===== src/rtl/storeCmpPkg.sv =====
package storeCmpPkg;

  // Verdict kept per buffer slot.
  typedef enum logic [1:0] {
    SLOT_PEND = 2'd0,  // waiting for its trailing copy
    SLOT_GOOD = 2'd1,  // trailing copy matched, may be written
    SLOT_BAD  = 2'd2   // trailing copy differed, to be dropped
  } slotState_e;

  // Strobes from control to datapath for one cycle.
  typedef struct packed {
    logic push;      // write leading store into tail slot
    logic markGood;  // record a match in the compare slot
    logic markBad;   // record a mismatch in the compare slot
    logic pop;       // release the head slot
  } ctlStrobes_t;

endpackage


===== src/rtl/storeCmpData.sv =====
module storeCmpData
  import storeCmpPkg::*;
#(
  parameter int DEPTH = 16,
  parameter int AW    = 32,
  parameter int DW    = 32,
  localparam int PTR_W = (DEPTH > 1) ? $clog2(DEPTH) : 1
) (
  input  logic             clk,
  input  logic             rstN,
  input  ctlStrobes_t      strb,
  input  logic [PTR_W-1:0] tailIdx,
  input  logic [PTR_W-1:0] vfyIdx,
  input  logic [PTR_W-1:0] headIdx,
  input  logic [AW-1:0]    leadAddr,
  input  logic [DW-1:0]    leadData,
  input  logic [AW-1:0]    trailAddr,
  input  logic [DW-1:0]    trailData,
  output slotState_e       headState,
  output logic [AW-1:0]    headAddr,
  output logic [DW-1:0]    headData,
  output logic             trailMatch
);

  logic [AW-1:0] addrVec  [DEPTH];
  logic [DW-1:0] dataVec  [DEPTH];
  slotState_e    stateVec [DEPTH];

  for (genvar s = 0; s < DEPTH; s++) begin : gSlot
    logic [AW-1:0] slotAddr;
    logic [DW-1:0] slotData;
    slotState_e    slotSt;
    logic          hitTail;
    logic          hitVfy;

    assign hitTail = strb.push && (tailIdx == PTR_W'(s));
    assign hitVfy  = vfyIdx == PTR_W'(s);

    always_ff @(posedge clk or negedge rstN) begin
      if (!rstN) begin
        slotAddr <= '0;
        slotData <= '0;
      end else if (hitTail) begin
        slotAddr <= leadAddr;
        slotData <= leadData;
      end
    end

    always_ff @(posedge clk or negedge rstN) begin
      if (!rstN) begin
        slotSt <= SLOT_PEND;
      end else if (hitTail) begin
        slotSt <= SLOT_PEND;
      end else if (strb.markGood && hitVfy) begin
        slotSt <= SLOT_GOOD;
      end else if (strb.markBad && hitVfy) begin
        slotSt <= SLOT_BAD;
      end
    end

    assign addrVec[s]  = slotAddr;
    assign dataVec[s]  = slotData;
    assign stateVec[s] = slotSt;
  end

  assign headState  = stateVec[headIdx];
  assign headAddr   = addrVec[headIdx];
  assign headData   = dataVec[headIdx];
  assign trailMatch = (addrVec[vfyIdx] == trailAddr) && (dataVec[vfyIdx] == trailData);

  // A verdict is only ever written into a slot still waiting for one.
  assert_mark_pending_R4: assert property (@(posedge clk) disable iff (!rstN)
    (strb.markGood || strb.markBad) |-> (stateVec[vfyIdx] == SLOT_PEND));

  // Only a slot with a verdict ever leaves the buffer.
  assert_pop_decided_R2: assert property (@(posedge clk) disable iff (!rstN)
    strb.pop |-> (stateVec[headIdx] != SLOT_PEND));

  // A freshly pushed slot starts out undecided.
  assert_push_pending_R2: assert property (@(posedge clk) disable iff (!rstN)
    strb.push |=> (stateVec[$past(tailIdx)] == SLOT_PEND));

endmodule


===== src/rtl/storeCmpCtrl.sv =====
module storeCmpCtrl
  import storeCmpPkg::*;
#(
  parameter int DEPTH = 16,
  localparam int PTR_W = (DEPTH > 1) ? $clog2(DEPTH) : 1,
  localparam int CNT_W = $clog2(DEPTH + 1)
) (
  input  logic             clk,
  input  logic             rstN,
  input  logic             leadValid,
  input  logic             trailValid,
  input  logic             trailMatch,
  input  slotState_e       headState,
  input  logic             memReady,
  output ctlStrobes_t      strb,
  output logic [PTR_W-1:0] tailIdx,
  output logic [PTR_W-1:0] vfyIdx,
  output logic [PTR_W-1:0] headIdx,
  output logic             leadReady,
  output logic             bufFull,
  output logic             memValid,
  output logic             fault
);

  logic [CNT_W-1:0] usedCnt;  // slots holding a store
  logic [CNT_W-1:0] pendCnt;  // slots still waiting for a trailing copy
  logic             haveHead;
  logic             trailHit;
  logic             orphanTrail;

  function automatic logic [PTR_W-1:0] bumpIdx(input logic [PTR_W-1:0] p);
    return (p == PTR_W'(DEPTH - 1)) ? '0 : p + PTR_W'(1);
  endfunction

  assign bufFull     = usedCnt == CNT_W'(DEPTH);
  assign leadReady   = !bufFull;
  assign haveHead    = usedCnt != '0;
  assign memValid    = haveHead && (headState == SLOT_GOOD);
  assign trailHit    = trailValid && (pendCnt != '0);
  assign orphanTrail = trailValid && (pendCnt == '0);

  always_comb begin
    strb          = '0;
    strb.push     = leadValid && !bufFull;
    strb.markGood = trailHit && trailMatch;
    strb.markBad  = trailHit && !trailMatch;
    strb.pop      = haveHead && ((headState == SLOT_GOOD && memReady) || headState == SLOT_BAD);
  end

  always_ff @(posedge clk or negedge rstN) begin
    if (!rstN) begin
      tailIdx <= '0;
      vfyIdx  <= '0;
      headIdx <= '0;
      usedCnt <= '0;
      pendCnt <= '0;
    end else begin
      if (strb.push) tailIdx <= bumpIdx(tailIdx);
      if (trailHit)  vfyIdx  <= bumpIdx(vfyIdx);
      if (strb.pop)  headIdx <= bumpIdx(headIdx);
      usedCnt <= usedCnt + CNT_W'(strb.push) - CNT_W'(strb.pop);
      pendCnt <= pendCnt + CNT_W'(strb.push) - CNT_W'(trailHit);
    end
  end

  always_ff @(posedge clk or negedge rstN) begin
    if (!rstN) begin
      fault <= 1'b0;
    end else if (strb.markBad || orphanTrail) begin
      fault <= 1'b1;
    end
  end

  assert_no_overflow_R7: assert property (@(posedge clk) disable iff (!rstN)
    usedCnt <= CNT_W'(DEPTH));

  assert_full_blocks_lead_R7: assert property (@(posedge clk) disable iff (!rstN)
    (bufFull && leadValid) |=> (usedCnt <= $past(usedCnt)));

  assert_pend_bound_R4: assert property (@(posedge clk) disable iff (!rstN)
    pendCnt <= usedCnt);

  assert_offer_held_R8: assert property (@(posedge clk) disable iff (!rstN)
    (memValid && !memReady) |=> memValid);

  assert_fault_sticky_R5: assert property (@(posedge clk) disable iff (!rstN)
    fault |=> fault);

  assert_mismatch_faults_R5: assert property (@(posedge clk) disable iff (!rstN)
    (trailValid && pendCnt != '0 && !trailMatch) |=> fault);

  assert_orphan_faults_R6: assert property (@(posedge clk) disable iff (!rstN)
    (trailValid && pendCnt == '0) |=> fault);

  assert_trail_consumed_R9: assert property (@(posedge clk) disable iff (!rstN)
    (trailValid && pendCnt != '0) |=> ((pendCnt != $past(pendCnt)) || $past(strb.push)));

endmodule


===== src/rtl/dualStoreVerifier.sv =====
module dualStoreVerifier
  import storeCmpPkg::*;
#(
  parameter int DEPTH = 16,
  parameter int AW    = 32,
  parameter int DW    = 32
) (
  input  logic          clk,
  input  logic          rstN,
  input  logic          leadValid,
  input  logic [AW-1:0] leadAddr,
  input  logic [DW-1:0] leadData,
  output logic          leadReady,
  input  logic          trailValid,
  input  logic [AW-1:0] trailAddr,
  input  logic [DW-1:0] trailData,
  output logic          memValid,
  output logic [AW-1:0] memAddr,
  output logic [DW-1:0] memData,
  input  logic          memReady,
  output logic          bufFull,
  output logic          fault
);

  localparam int PTR_W = (DEPTH > 1) ? $clog2(DEPTH) : 1;

  ctlStrobes_t      strb;
  logic [PTR_W-1:0] tailIdx;
  logic [PTR_W-1:0] vfyIdx;
  logic [PTR_W-1:0] headIdx;
  slotState_e       headState;
  logic             trailMatch;

  storeCmpCtrl #(.DEPTH(DEPTH)) uCtrl (
    .clk        (clk),
    .rstN       (rstN),
    .leadValid  (leadValid),
    .trailValid (trailValid),
    .trailMatch (trailMatch),
    .headState  (headState),
    .memReady   (memReady),
    .strb       (strb),
    .tailIdx    (tailIdx),
    .vfyIdx     (vfyIdx),
    .headIdx    (headIdx),
    .leadReady  (leadReady),
    .bufFull    (bufFull),
    .memValid   (memValid),
    .fault      (fault)
  );

  storeCmpData #(.DEPTH(DEPTH), .AW(AW), .DW(DW)) uData (
    .clk        (clk),
    .rstN       (rstN),
    .strb       (strb),
    .tailIdx    (tailIdx),
    .vfyIdx     (vfyIdx),
    .headIdx    (headIdx),
    .leadAddr   (leadAddr),
    .leadData   (leadData),
    .trailAddr  (trailAddr),
    .trailData  (trailData),
    .headState  (headState),
    .headAddr   (memAddr),
    .headData   (memData),
    .trailMatch (trailMatch)
  );

  // The offered store must not change while memory stalls it.
  assert_offer_stable_R8: assert property (@(posedge clk) disable iff (!rstN)
    (memValid && !memReady) |=> ($stable(memAddr) && $stable(memData)));

endmodule


===== config.mk =====
export PLATFORM = sky130hd
export DESIGN_NAME = dualStoreVerifier
export DESIGN_NICKNAME = d
export VERILOG_FILES = /design/src/rtl/storeCmpPkg.sv /design/src/rtl/storeCmpData.sv /design/src/rtl/storeCmpCtrl.sv /design/src/rtl/dualStoreVerifier.sv
export SDC_FILE = /design/constraint.sdc
export NUM_CORES = 2
export LEC_CHECK = 0
export BUFFER_PORTS_ARGS = -buffer_cell sky130_fd_sc_hd__buf_2
export CAP_MARGIN = 20
export CORE_ASPECT_RATIO = 0.5
export CORE_MARGIN = 2
export CORE_UTILIZATION = 60
export CTS_BUF_LIST = sky130_fd_sc_hd__clkbuf_8
export DETAILED_ROUTE_END_ITERATION = 16
export GPL_TIMING_DRIVEN = 0
export PLACE_DENSITY = 0.78
export SLEW_MARGIN = 20
export SYNTH_ARGS = -nofsm -noshare
export SYNTH_HDL_FRONTEND = slang
export SYNTH_HIERARCHICAL = 1
export SYNTH_SLANG_ARGS = --single-unit
export TNS_END_PERCENT = 50

===== constraint.sdc =====
create_clock -name clk -period 5.1 [get_ports clk]
set_clock_uncertainty 0.05 [all_clocks]
set_input_delay 0.255 -clock clk [delete_from_list [all_inputs] [get_ports clk]]
set_output_delay 0.255 -clock clk [all_outputs]
set_load 0.03 [all_outputs]

==> metrics <==
CTS tree=yes; placed cell area=60300 sq um; ys async rst share=between 90% and 100%; pwr dens=roughly 800 nW/um^2; root buffer cell=clkbuf_8; 1st-pass router iterations=8; final core utilization=69.2%; Area Growth Syn to Fin=13.4%; Worst Hold Depth=7; Max Slew Vio Count=0; hold path start=trailAddr[29]; Syn Nets=3731; die width=440 um; post-synthesis cell count=3581; Arr. time, crit path=a little under 6 ns; # rows=79; Peak Freq=approximately 190 MHz; 1st-iter DRT viols=6062; Worst R2R Setup Slack=-0.11 ns; Worst path slowest cell=and2_2; Worst Setup Start Kind=flip-flop; DIE HEIGHT=~220 um; final worst path period need=around 5.2 ns; worst endpoint required time=5.84 ns; Syn Area/Cell=15.9 sq um; hold endpoint=uCtrl/fault; CTS buffer count=about 160; vias=40700; status=finished, violations left; Setup crit end kind=flip-flop; starting density of the core=61.0%; most frequent cell after synthesis=dfrtp_1; Top FF cell, synth=dfrtp_1; GR Overflow Total=0; clock sink count=between 1000 and 1500; cell area after synthesis=57100 sq um; fin area=64800 sq um; metal2 WL=roughly 91000 um; Final ANT Viol Nets=0; maximum number of pins on one net before global-route repair=146; kind of cell adding the most delay to the critical path=simple AND/OR/NAND/NOR gates; setup repair after global routing missed its margin=true; Worst Path Buf+Inv=5; area of the core=~94000 sq um; Final Non-Filler Cells=approximately 5400; violated checks=negative setup slack; EDFF count, synth=0; CP max stage delay=0.47 ns; Final Hold Viols=0; clock buffer depth=3; YS warnings=6; # placed instances=5057; Crit Path Class=flip-flop to flip-flop; maximum vdd drop=0.472 mV; NumNets Final=4177; H-Tree Depth=4; IO Count=between 200 and 250; die area=97800 sq um; Lkg Pwr=27.4 nW; wl on met1=between 70000 and 80000 um; Final WS setup=-0.111 ns; Yosys cell types=61; drt drc=0; hpwl dp=145000 um; worst reg2reg path endpoint=uData/gSlot[11].slotSt[0]; post-DR vias/cell=between 7 and 8; I/O Buffers=200; crit path cell chain=buf_6 -> buf_6 -> buf_8 -> buf_8 -> and2_2 -> buf_4 -> a221oi_1 -> xnor2_2 -> nand4_1 -> nor4_1 -> o21ai_1 -> nor4b_4 -> and3_4 -> and3_2 -> nand2_1 -> a21oi_1; clk_lat worst skew=~0.89 ns; WL met3=39300 um; Routed wire per std cell=40.5 um; Total Wirelength=between 200000 and 250000 um; vias in the first global route=40900; actual slew at the worst max-slew pin=1.36 ns; Critical R2R Launch=uCtrl/vfyIdx[0]; Final Cycle Share=102%; fill cell count=6207; critical path fanouts, max=10; first-pass GRT wire length=305000 um; Tot GR Track Use=45.5%; area fraction of the dominant cell type after synthesis=47.3%; antenna violations before repair=16; number of max-cap violations=0; Yosys reg bits=~1100; final setup violating endpoints=30; clock transition at the registers of the reported paths=0.07 ns; routability-driven placement congestion ratio=a little over 1; share of cells above drive strength 1=around 54%; HP Class=input port to flip-flop; sequential share of the synthesized area=between 40% and 50%; max_slew headroom=about a tenth; Yosys top cell by area=dfrtp_1; synth top area cells=dfrtp_1 47%, mux4_2 22%, mux2_2 20%, mux2i_1 1.7%, clkbuf_1 1.5%; most frequent cells after synthesis=1079 x dfrtp_1, 1029 x mux2_2, 568 x mux4_2, 233 x clkbuf_1, 96 x mux2i_1; Top Layer Used=met5; R2R cell count=16
worst min-delay path: stages:
cell	delay (ns)
buf_2	0.15
xnor2_1	0.13
nor4_1	0.05
nand4_1	0.11
nor4b_4	0.08
nand2_1	0.06
a21o_1	0.12
repair_timing:
action,in CTS,in global routing
buffers inserted,0,0
hold buffers,69,0
setup endpoints to repair,35,35
pin swaps,3,7
endpoints found under the hold margin,986,0
gates resized for setup,85,77
per-stage QoR:
| stage | hold slack, ns | total power [mW] | TNS [ns] | setup WS, ns |
|---|---|---|---|---|
| floorplan | -0.0906 | 32.6 | 0 | 0.914 |
| detailed placement | 0.150 | 42.6 | -49.43 | -1.75 |
| global placement | 0.386 | 41.5 | - | -19.17 |
| finish | 0.0806 | 51.7 | -1.72 | -0.111 |
| CTS | 0.0100 | 50.0 | 0 | 0.0219 |
| global route | 0.0938 | 52.8 | 0 | 0.00231 |
power by group:
group | switching (mW) | internal [mW] | total [mW]
Clock | 3.56 | 3.60 | 7.16
Sequential | 3.09 | 12.5 | 15.6
Combinational | 15.7 | 13.3 | 29.0
Total | 22.4 | 29.4 | 51.7
layer usage:
layer	up-vias	global-route usage, %
li1	14900	-
met5	-	0.147
met1	21300	56.9
met4	6	27.8
met3	908	25.7
met2	3606	61.0
cell families after synthesis:
logic type,synth area share (%)
AOI/OAI and AO/OA,2.36
and+or+nand+nor,1.45
adders and majority gates,0.399
xor gates and xnor gates,1.29
buffers and inverters,2.80
muxes,44.4
DFF,47.3
layout by cell type (no fill, tap or decap), types with 29 or more instances in the layout:
| cell type | n |
|---|---|
| clkbuf_8 | 200 |
| mux2_2 | 1029 |
| clkbuf_2 | 49 |
| mux2i_1 | 95 |
| mux4_2 | 568 |
| buf_2 | 230 |
| xnor2_1 | 29 |
| dfrtp_1 | 1079 |
| xor2_1 | 42 |
| clkbuf_1 | 173 |
| dlygate4sd3_1 | 68 |
| buf_6 | 35 |
| nor2_1 | 38 |
| a21oi_1 | 33 |
| inv_1 | 66 |
how the worst max path moves through the flow:
stage,from,endpoint,slack (ns),depth (start not counted)
floorplan,uCtrl/headIdx[0],uCtrl/usedCnt[4],0.91,15
global placement,rstN,uCtrl/usedCnt[4],-19.17,1
detailed placement,uCtrl/vfyIdx[1],uData/gSlot[11].slotSt[0],-1.75,17
CTS,uCtrl/vfyIdx[1],uData/gSlot[12].slotSt[0],0.02,16
global route,uCtrl/vfyIdx[0],uData/gSlot[12].slotSt[0],0.002,14
finish,uCtrl/vfyIdx[0],uData/gSlot[11].slotSt[0],-0.11,16
state kept, by name, indices dropped and copies added (netlist names):
register / cells
uCtrl/fault: 1
uCtrl/headIdx: 4
uCtrl/pendCnt: 5
uCtrl/tailIdx: 4
uCtrl/usedCnt: 5
uCtrl/vfyIdx: 4
uData/gSlot.slotAddr: 512
uData/gSlot.slotData: 512
uData/gSlot.slotSt: 32
layout make-up:
cell class              instances  area [sq um]  area share [%]
clock buffers                 199          2740            4.23
diodes                         17          42.5          0.0657
clock inverters                78           393           0.606
flip-flops and latches       1079         27000            41.7
inverters                      17          66.3           0.102
well taps                    1255          1570            2.42
plain buffers                 350          1960            3.03
multi-input cells            2132         28800            44.5
repair buffers                292          2220            3.43
Note: power is estimated with default switching activity, not from simulation.
